[config.mk]
export PLATFORM = sky130hd
export DESIGN_NAME = regbank_core
export DESIGN_NICKNAME = d
export VERILOG_FILES = /design/src/rtl/regbank_pkg.sv /design/src/rtl/regbank_port_check.sv /design/src/rtl/regbank_store.sv /design/src/rtl/regbank_read_mux.sv /design/src/rtl/regbank_core.sv
export SDC_FILE = /design/constraint.sdc
export NUM_CORES = 1
export LEC_CHECK = 0
export BUFFER_PORTS_ARGS = -buffer_cell sky130_fd_sc_hd__buf_2
export CAP_MARGIN = 20
export CORE_MARGIN = 3
export CORE_UTILIZATION = 30
export CTS_CLUSTER_DIAMETER = 100
export DETAILED_ROUTE_END_ITERATION = 7
export SLEW_MARGIN = 30
export SYNTH_ARGS = -nofsm -noshare
export SYNTH_HDL_FRONTEND = slang
export SYNTH_SLANG_ARGS = --single-unit
[constraint.sdc]
create_clock -name clk -period 2.3 [get_ports clk]
set_clock_uncertainty 0.15 [all_clocks]
set_input_delay 0.46 -clock clk [delete_from_list [all_inputs] [get_ports clk]]
set_output_delay 0.46 -clock clk [all_outputs]
set_load 0.01 [all_outputs]
[src/rtl/regbank_pkg.sv]
`timescale 1ns/1ps
package regbank_pkg;

  // Access class of one register index
  typedef enum logic [2:0] {
    RC_OPEN,    // plain read/write storage
    RC_ZERO,    // reads zero, writes dropped
    RC_PCVIEW,  // read-only program counter view
    RC_PRIV,    // storage reachable only in kernel mode
    RC_VOID     // placeholder and unused codes: always fault
  } reg_class_e;

  // Layout: ngpr general registers, four working registers, then
  // zero, pc view, two privileged registers, placeholder.
  function automatic reg_class_e classify(input int idx, input int ngpr);
    if (idx < ngpr + 4)                          return RC_OPEN;
    else if (idx == ngpr + 4)                    return RC_ZERO;
    else if (idx == ngpr + 5)                    return RC_PCVIEW;
    else if (idx == ngpr + 6 || idx == ngpr + 7) return RC_PRIV;
    else                                         return RC_VOID;
  endfunction

  function automatic logic has_storage(input reg_class_e c);
    return (c == RC_OPEN) || (c == RC_PRIV);
  endfunction

endpackage

[src/rtl/regbank_port_check.sv]
`timescale 1ns/1ps
module regbank_port_check
  import regbank_pkg::*;
#(
  parameter int NGPR     = 16,
  parameter int IDX_W    = 5,
  parameter bit IS_WRITE = 1'b0
) (
  input  logic             en,
  input  logic [IDX_W-1:0] idx,
  input  logic             kernel,
  output reg_class_e       cls,
  output logic             illegal
);

  always_comb begin
    cls     = classify(int'(idx), NGPR);
    illegal = 1'b0;
    unique case (cls)
      RC_VOID:   illegal = en;
      RC_PRIV:   illegal = en & ~kernel;
      RC_PCVIEW: illegal = en & IS_WRITE;
      default:   illegal = 1'b0;
    endcase
  end

endmodule

[src/rtl/regbank_store.sv]
`timescale 1ns/1ps
module regbank_store
  import regbank_pkg::*;
#(
  parameter int XLEN  = 32,
  parameter int NGPR  = 16,
  parameter int IDX_W = 5,
  localparam int NSLOT = 1 << IDX_W
) (
  input  logic                        clk,
  input  logic                        rst_n,
  input  logic                        wr_attempt,
  input  logic                        wr_commit,
  input  logic [IDX_W-1:0]            wr_idx,
  input  logic [XLEN-1:0]             wr_data,
  output logic [NSLOT-1:0][XLEN-1:0]  slots
);

  for (genvar g = 0; g < NSLOT; g++) begin : g_slot
    localparam reg_class_e SLOT_CLS = classify(g, NGPR);
    if (has_storage(SLOT_CLS)) begin : g_held
      logic            ld;
      logic [XLEN-1:0] q, q_nxt;

      always_comb begin
        ld    = wr_commit && (wr_idx == IDX_W'(g));
        q_nxt = wr_data;
      end

      always_ff @(posedge clk or negedge rst_n) begin
        if (!rst_n)  q <= '0;
        else if (ld) q <= q_nxt;
      end

      assign slots[g] = q;
    end else begin : g_tied
      assign slots[g] = '0;
    end
  end

  // A refused write leaves every register untouched
  p_refused_write_holds_r4: assert property (@(posedge clk) disable iff (!rst_n)
    wr_attempt && !wr_commit |=> $stable(slots));

  // An accepted general-register write is visible after the edge
  p_gpr_write_lands_r1: assert property (@(posedge clk) disable iff (!rst_n)
    wr_commit && (int'(wr_idx) < NGPR) |=> slots[$past(wr_idx)] == $past(wr_data));

endmodule

[src/rtl/regbank_read_mux.sv]
`timescale 1ns/1ps
module regbank_read_mux
  import regbank_pkg::*;
#(
  parameter int XLEN  = 32,
  parameter int IDX_W = 5,
  localparam int NSLOT = 1 << IDX_W
) (
  input  logic [IDX_W-1:0]           idx,
  input  reg_class_e                 cls,
  input  logic                       illegal,
  input  logic [NSLOT-1:0][XLEN-1:0] slots,
  input  logic [XLEN-1:0]            pc_value,
  output logic [XLEN-1:0]            data
);

  always_comb begin
    data = '0;
    if (!illegal) begin
      unique case (cls)
        RC_OPEN, RC_PRIV: data = slots[idx];
        RC_PCVIEW:        data = pc_value;
        default:          data = '0;
      endcase
    end
  end

endmodule

[src/rtl/regbank_core.sv]
`timescale 1ns/1ps
module regbank_core
  import regbank_pkg::*;
#(
  parameter int XLEN = 32,
  parameter int NGPR = 16,
  localparam int IDX_W = $clog2(NGPR + 9),
  localparam int NSLOT = 1 << IDX_W
) (
  input  logic             clk,
  input  logic             rst_n,
  input  logic             kernel_mode,
  input  logic [XLEN-1:0]  pc_value,
  input  logic             rd_a_en,
  input  logic [IDX_W-1:0] rd_a_idx,
  output logic [XLEN-1:0]  rd_a_data,
  input  logic             rd_b_en,
  input  logic [IDX_W-1:0] rd_b_idx,
  output logic [XLEN-1:0]  rd_b_data,
  input  logic             wr_en,
  input  logic [IDX_W-1:0] wr_idx,
  input  logic [XLEN-1:0]  wr_data,
  output logic             fault
);

  localparam logic [IDX_W-1:0] ZERO_IDX  = IDX_W'(NGPR + 4);
  localparam logic [IDX_W-1:0] PC_IDX    = IDX_W'(NGPR + 5);
  localparam logic [IDX_W-1:0] PRIV0_IDX = IDX_W'(NGPR + 6);
  localparam logic [IDX_W-1:0] PRIV1_IDX = IDX_W'(NGPR + 7);
  localparam logic [IDX_W-1:0] VOID_IDX  = IDX_W'(NGPR + 8);

  reg_class_e cls_a, cls_b, cls_w;
  logic       bad_a, bad_b, bad_w;
  logic       wr_commit;
  logic [NSLOT-1:0][XLEN-1:0] slots;

  regbank_port_check #(.NGPR(NGPR), .IDX_W(IDX_W), .IS_WRITE(1'b0)) u_chk_a (
    .en(rd_a_en), .idx(rd_a_idx), .kernel(kernel_mode), .cls(cls_a), .illegal(bad_a));

  regbank_port_check #(.NGPR(NGPR), .IDX_W(IDX_W), .IS_WRITE(1'b0)) u_chk_b (
    .en(rd_b_en), .idx(rd_b_idx), .kernel(kernel_mode), .cls(cls_b), .illegal(bad_b));

  regbank_port_check #(.NGPR(NGPR), .IDX_W(IDX_W), .IS_WRITE(1'b1)) u_chk_w (
    .en(wr_en), .idx(wr_idx), .kernel(kernel_mode), .cls(cls_w), .illegal(bad_w));

  always_comb begin
    wr_commit = wr_en && !bad_w && has_storage(cls_w);
    fault     = bad_a | bad_b | bad_w;
  end

  regbank_store #(.XLEN(XLEN), .NGPR(NGPR), .IDX_W(IDX_W)) u_store (
    .clk(clk), .rst_n(rst_n), .wr_attempt(wr_en), .wr_commit(wr_commit),
    .wr_idx(wr_idx), .wr_data(wr_data), .slots(slots));

  regbank_read_mux #(.XLEN(XLEN), .IDX_W(IDX_W)) u_mux_a (
    .idx(rd_a_idx), .cls(cls_a), .illegal(bad_a), .slots(slots),
    .pc_value(pc_value), .data(rd_a_data));

  regbank_read_mux #(.XLEN(XLEN), .IDX_W(IDX_W)) u_mux_b (
    .idx(rd_b_idx), .cls(cls_b), .illegal(bad_b), .slots(slots),
    .pc_value(pc_value), .data(rd_b_data));

  // Port-level access rules
  p_zero_reads_zero_r3: assert property (@(posedge clk) disable iff (!rst_n)
    rd_a_en && (rd_a_idx == ZERO_IDX) |-> (rd_a_data == '0));

  p_pc_write_faults_r4: assert property (@(posedge clk) disable iff (!rst_n)
    wr_en && (wr_idx == PC_IDX) |-> fault);

  p_pc_view_reads_pc_r4: assert property (@(posedge clk) disable iff (!rst_n)
    rd_b_en && (rd_b_idx == PC_IDX) |-> (rd_b_data == pc_value));

  p_user_priv_write_faults_r6: assert property (@(posedge clk) disable iff (!rst_n)
    !kernel_mode && wr_en && ((wr_idx == PRIV0_IDX) || (wr_idx == PRIV1_IDX)) |-> fault);

  p_void_access_faults_r7: assert property (@(posedge clk) disable iff (!rst_n)
    (rd_a_en && (rd_a_idx >= VOID_IDX)) || (wr_en && (wr_idx >= VOID_IDX)) |-> fault);

  p_void_reads_zero_r7: assert property (@(posedge clk) disable iff (!rst_n)
    rd_b_en && (rd_b_idx >= VOID_IDX) |-> (rd_b_data == '0));

  p_idle_never_faults_r10: assert property (@(posedge clk) disable iff (!rst_n)
    !rd_a_en && !rd_b_en && !wr_en |-> !fault);

endmodule

==> summary.txt <==
Clocking
  • Clock root cell: clkbuf_16
  • Clk Latency, worst-skew pair: 620 ps
  • Max Buffers Root-to-Sink: 3
  • Total CTS buffers: 75
  • CTS H-Tree Depth: 3
  • Clock-pin slew of the registers on the worst-case setup and hold paths: 60 ps
  • CTS sink cnt: 704
  • CTS tree: built

Placed design
  • Setup WS pre-CTS: -612 ps
  • HPWL after DPL: 85.0 mm
  • I/O Buffers: 149
  • RePlAce Congestion: 0.805
  • Cells after DPL: 4443

Worst hold path
  • Hold WC Path Type: input pin to async pin

Final layout
  • Layout area overhead: 28.9%
  • Fillers: 11600
  • Max FFs per register: 704
  • Share of cells above drive strength 1: 65.0%
  • Nets: 3045
  • FF/Latch Area: 0.0176 mm^2
  • Biggest regs: u_store.g_slot.g_held.q: 704 flops
  • Multi-input gate area: 0.0202 mm^2
  • Top reg by flops: u_store.g_slot.g_held.q
  • Final non-filler cell total: 4667

Setup path
  • WS Path Type: flip-flop to output pin
  • Required @ worst endpoint: 1690 ps
  • FF-to-FF setup slack: 1240 ps
  • Setup crit start kind: flip-flop
  • CP Data Arrival Time: 2220 ps
  • Slowest CP cell: mux4_2
  • Kind of cell adding the most delay to the critical path: compound AO/OA/AOI/OAI gates
  • Crit. End Element: output pin
  • Worst-path fanout max: 3
  • Worst r2r src: u_store.g_slot[19].g_held.q[27]
  • Crit path largest cell delay: 470 ps
  • Worst Path Buf+Inv: 1
  • CP cell instances: mux4_2 > a22oi_2 > o31ai_4 > o2bb2ai_4 > buf_6
  • Worst R2R End: u_store.g_slot[19].g_held.q[27]
  • R2R depth: 2

Synth
  • Commonest cells post-synth: 755 x mux2_2, 704 x dfrtp_1, 280 x mux4_2
  • Avg Inst Size Synth: 14.6 um^2
  • Synth warn: 0
  • Flops & latches, synth: 704
  • Synth cell types: 47
  • Cells after synthesis: 2596
  • Post-synthesis sequential area ratio: 46.5%
  • Synth top area share: 46.5%
  • Most frequent cell after synthesis: mux2_2
  • Post-synth EDFFs: 0
  • Most used DFF post-synth: dfrtp_1
  • Synth async-reset ratio: 100%
  • Synth top area cells: dfrtp_1 46%, mux2_2 22%, mux4_2 17%
  • Leading area contributor after synthesis: dfrtp_1
  • Post-synth net total: 2681
  • Post-synthesis cell area: 0.0379 mm^2

Pwr
  • P_leak: 21.4 nW
  • Worst VDD drop: 0.000549 V
  • Clock power share: 32.9%
  • Pwr/cell area: 770 mW/mm^2
  • Share of power burned in registers: 43.8%
  • Comb pwr share: 23.3%
  • Internal: 27.2 mW
  • Psw: 10.5 mW
  • Switching share of total power: 27.8%

Die
  • Die area: 0.131 mm^2
  • Die height: 362 um
  • Core ar.: 0.125 mm^2
  • Cell row count: 129
  • Chip width: 362 um
  • Top-level I/O count: 150
  • Initial core utilization: 30.4%

Detailed routing
  • Iteration-0 DRC Markers: 2180
  • Via count: 26300
  • Vias per inst: 5.65
  • Wire length per cell: 28.5 um
  • First drt pass iteration count: 5
  • DRC: 0
  • Post-route ant nets: 0
  • WL final: 133 mm

Job
  • Max-cap violations: 0

Status
  • Outcome: finished, violations left
  • Failing checks: setup timing

STA
  • Final period util: 123%
  • Hold Vio Cnt, Final: 0
  • RSZ-0062 raised after global routing: true
  • Final WS setup: -526 ps
  • # setup viols final: 64
  • TNS Setup: -22280 ps
  • Slew HR: 61.8%
  • Pins over their slew limit: 0
  • Fmax: 0.354 GHz
  • Final min period: 2830 ps
  • Worst-margin pin slew: 571 ps

GRT
  • Largest net degree at the start of global routing: 67
  • First-pass GRT wire length: 196 mm
  • GRT Util Overall: 20.2%
  • Vias in the first global route: 27300
  • Initial antenna violation count: 22
  • Grt ovf: 0
==> how the worst max path moves through the flow <==
stage	from	to	slack (ps)	cells after the start
after floorplan	rd_a_idx[0]	rd_a_data[27]	-0.6	6
after global placement	rd_b_idx[0]	rd_b_data[6]	-620	7
after detailed placement	rd_b_idx[0]	rd_b_data[6]	-610	7
after CTS	u_store.g_slot[15].g_held.q[8]	rd_b_data[8]	-530	4
after global routing	u_store.g_slot[1].g_held.q[30]	rd_a_data[30]	-580	5
final	u_store.g_slot[1].g_held.q[30]	rd_a_data[30]	-530	5
==> area by class of cell <==
type	count	area share [%]
multi-input cells	1606	41.4
flip-flops and latches	704	36.0
repair buffers	568	13.2
clock buffers	118	4.73
well taps	1637	4.19
clock inverters	20	0.374
diodes	9	0.0461
inverters	5	0.0384
==> power by group through the flow <==
| stage | clock, mW | combinational [mW] | sequential [mW] |
|---|---|---|---|
| 2_1_floorplan | 0 | 5.57 | 16.0 |
| 3_3_place_gp | 0 | 7.67 | 16.5 |
| 3_5_place_dp | 0 | 7.82 | 16.6 |
| 4_1_cts | 12.6 | 8.67 | 16.4 |
| 5_1_grt | 13.1 | 9.37 | 16.8 |
| 6_report | 12.4 | 8.77 | 16.5 |
==> worst reg2reg max path, delay by kind of cell (launching register included) <==
| family | cells | cell delay [ps] |
|---|---|---|
| buf+inv | 1 | 150 |
| mux | 1 | 250 |
| flops | 1 | 400 |
==> placed cells by master (no fill, tap or decap), types with 33 or more instances in the layout <==
cell       Yosys  routed
a221oi_1      49      33
a22oi_1      128      40
a22oi_2        0      88
buf_12         0     134
buf_2        124      90
buf_4         28     254
buf_6          5      61
clkbuf_16      0      77
dfrtp_1      704     704
mux2_2       755     753
mux2i_1       95      92
mux4_2       280     280
nand3_2        0      38
nor2_1        60      39
==> per-layer routing <==
layer	vias up	routed length, um	track usage, %
met5	-	116	0
met4	18	3860	5.95
met3	246	10000	4.38
met2	969	62100	32.1
met1	14300	57100	27.8
li1	10900	-	-
==> stage by stage <==
step | cell area [um^2] | utilization (%) | power [mW] | hold slack (ps)
after global routing | 48900 | 39.2 | 39.3 | 117
after floorplan | 38300 | - | 21.6 | 14.4
after detailed placement | 43700 | 35.0 | 24.4 | 157
final | 48900 | 39.2 | 37.6 | 102
after global placement | 43700 | 35.0 | 24.2 | 160
after CTS | 48500 | 38.9 | 37.7 | 81.6
==> timing repair <==
item | 4_1_cts | 5_1_grt
hold buffers | 1 | 0
endpoints found under the setup margin | 65 | 64
cloned | 14 | 0
buffers inserted | 61 | 6
resized for setup | 287 | 57
pin swaps | 130 | 41
endpoints found under the hold margin | 218 | 0
==> kinds of logic after synthesis <==
kind of cell	share of synthesized area, %
simple gates	2.51
flops	46.5
compound gates	5.52
buf+inv	3.62
mux	41.9
Note: power is estimated with default switching activity, not from simulation.
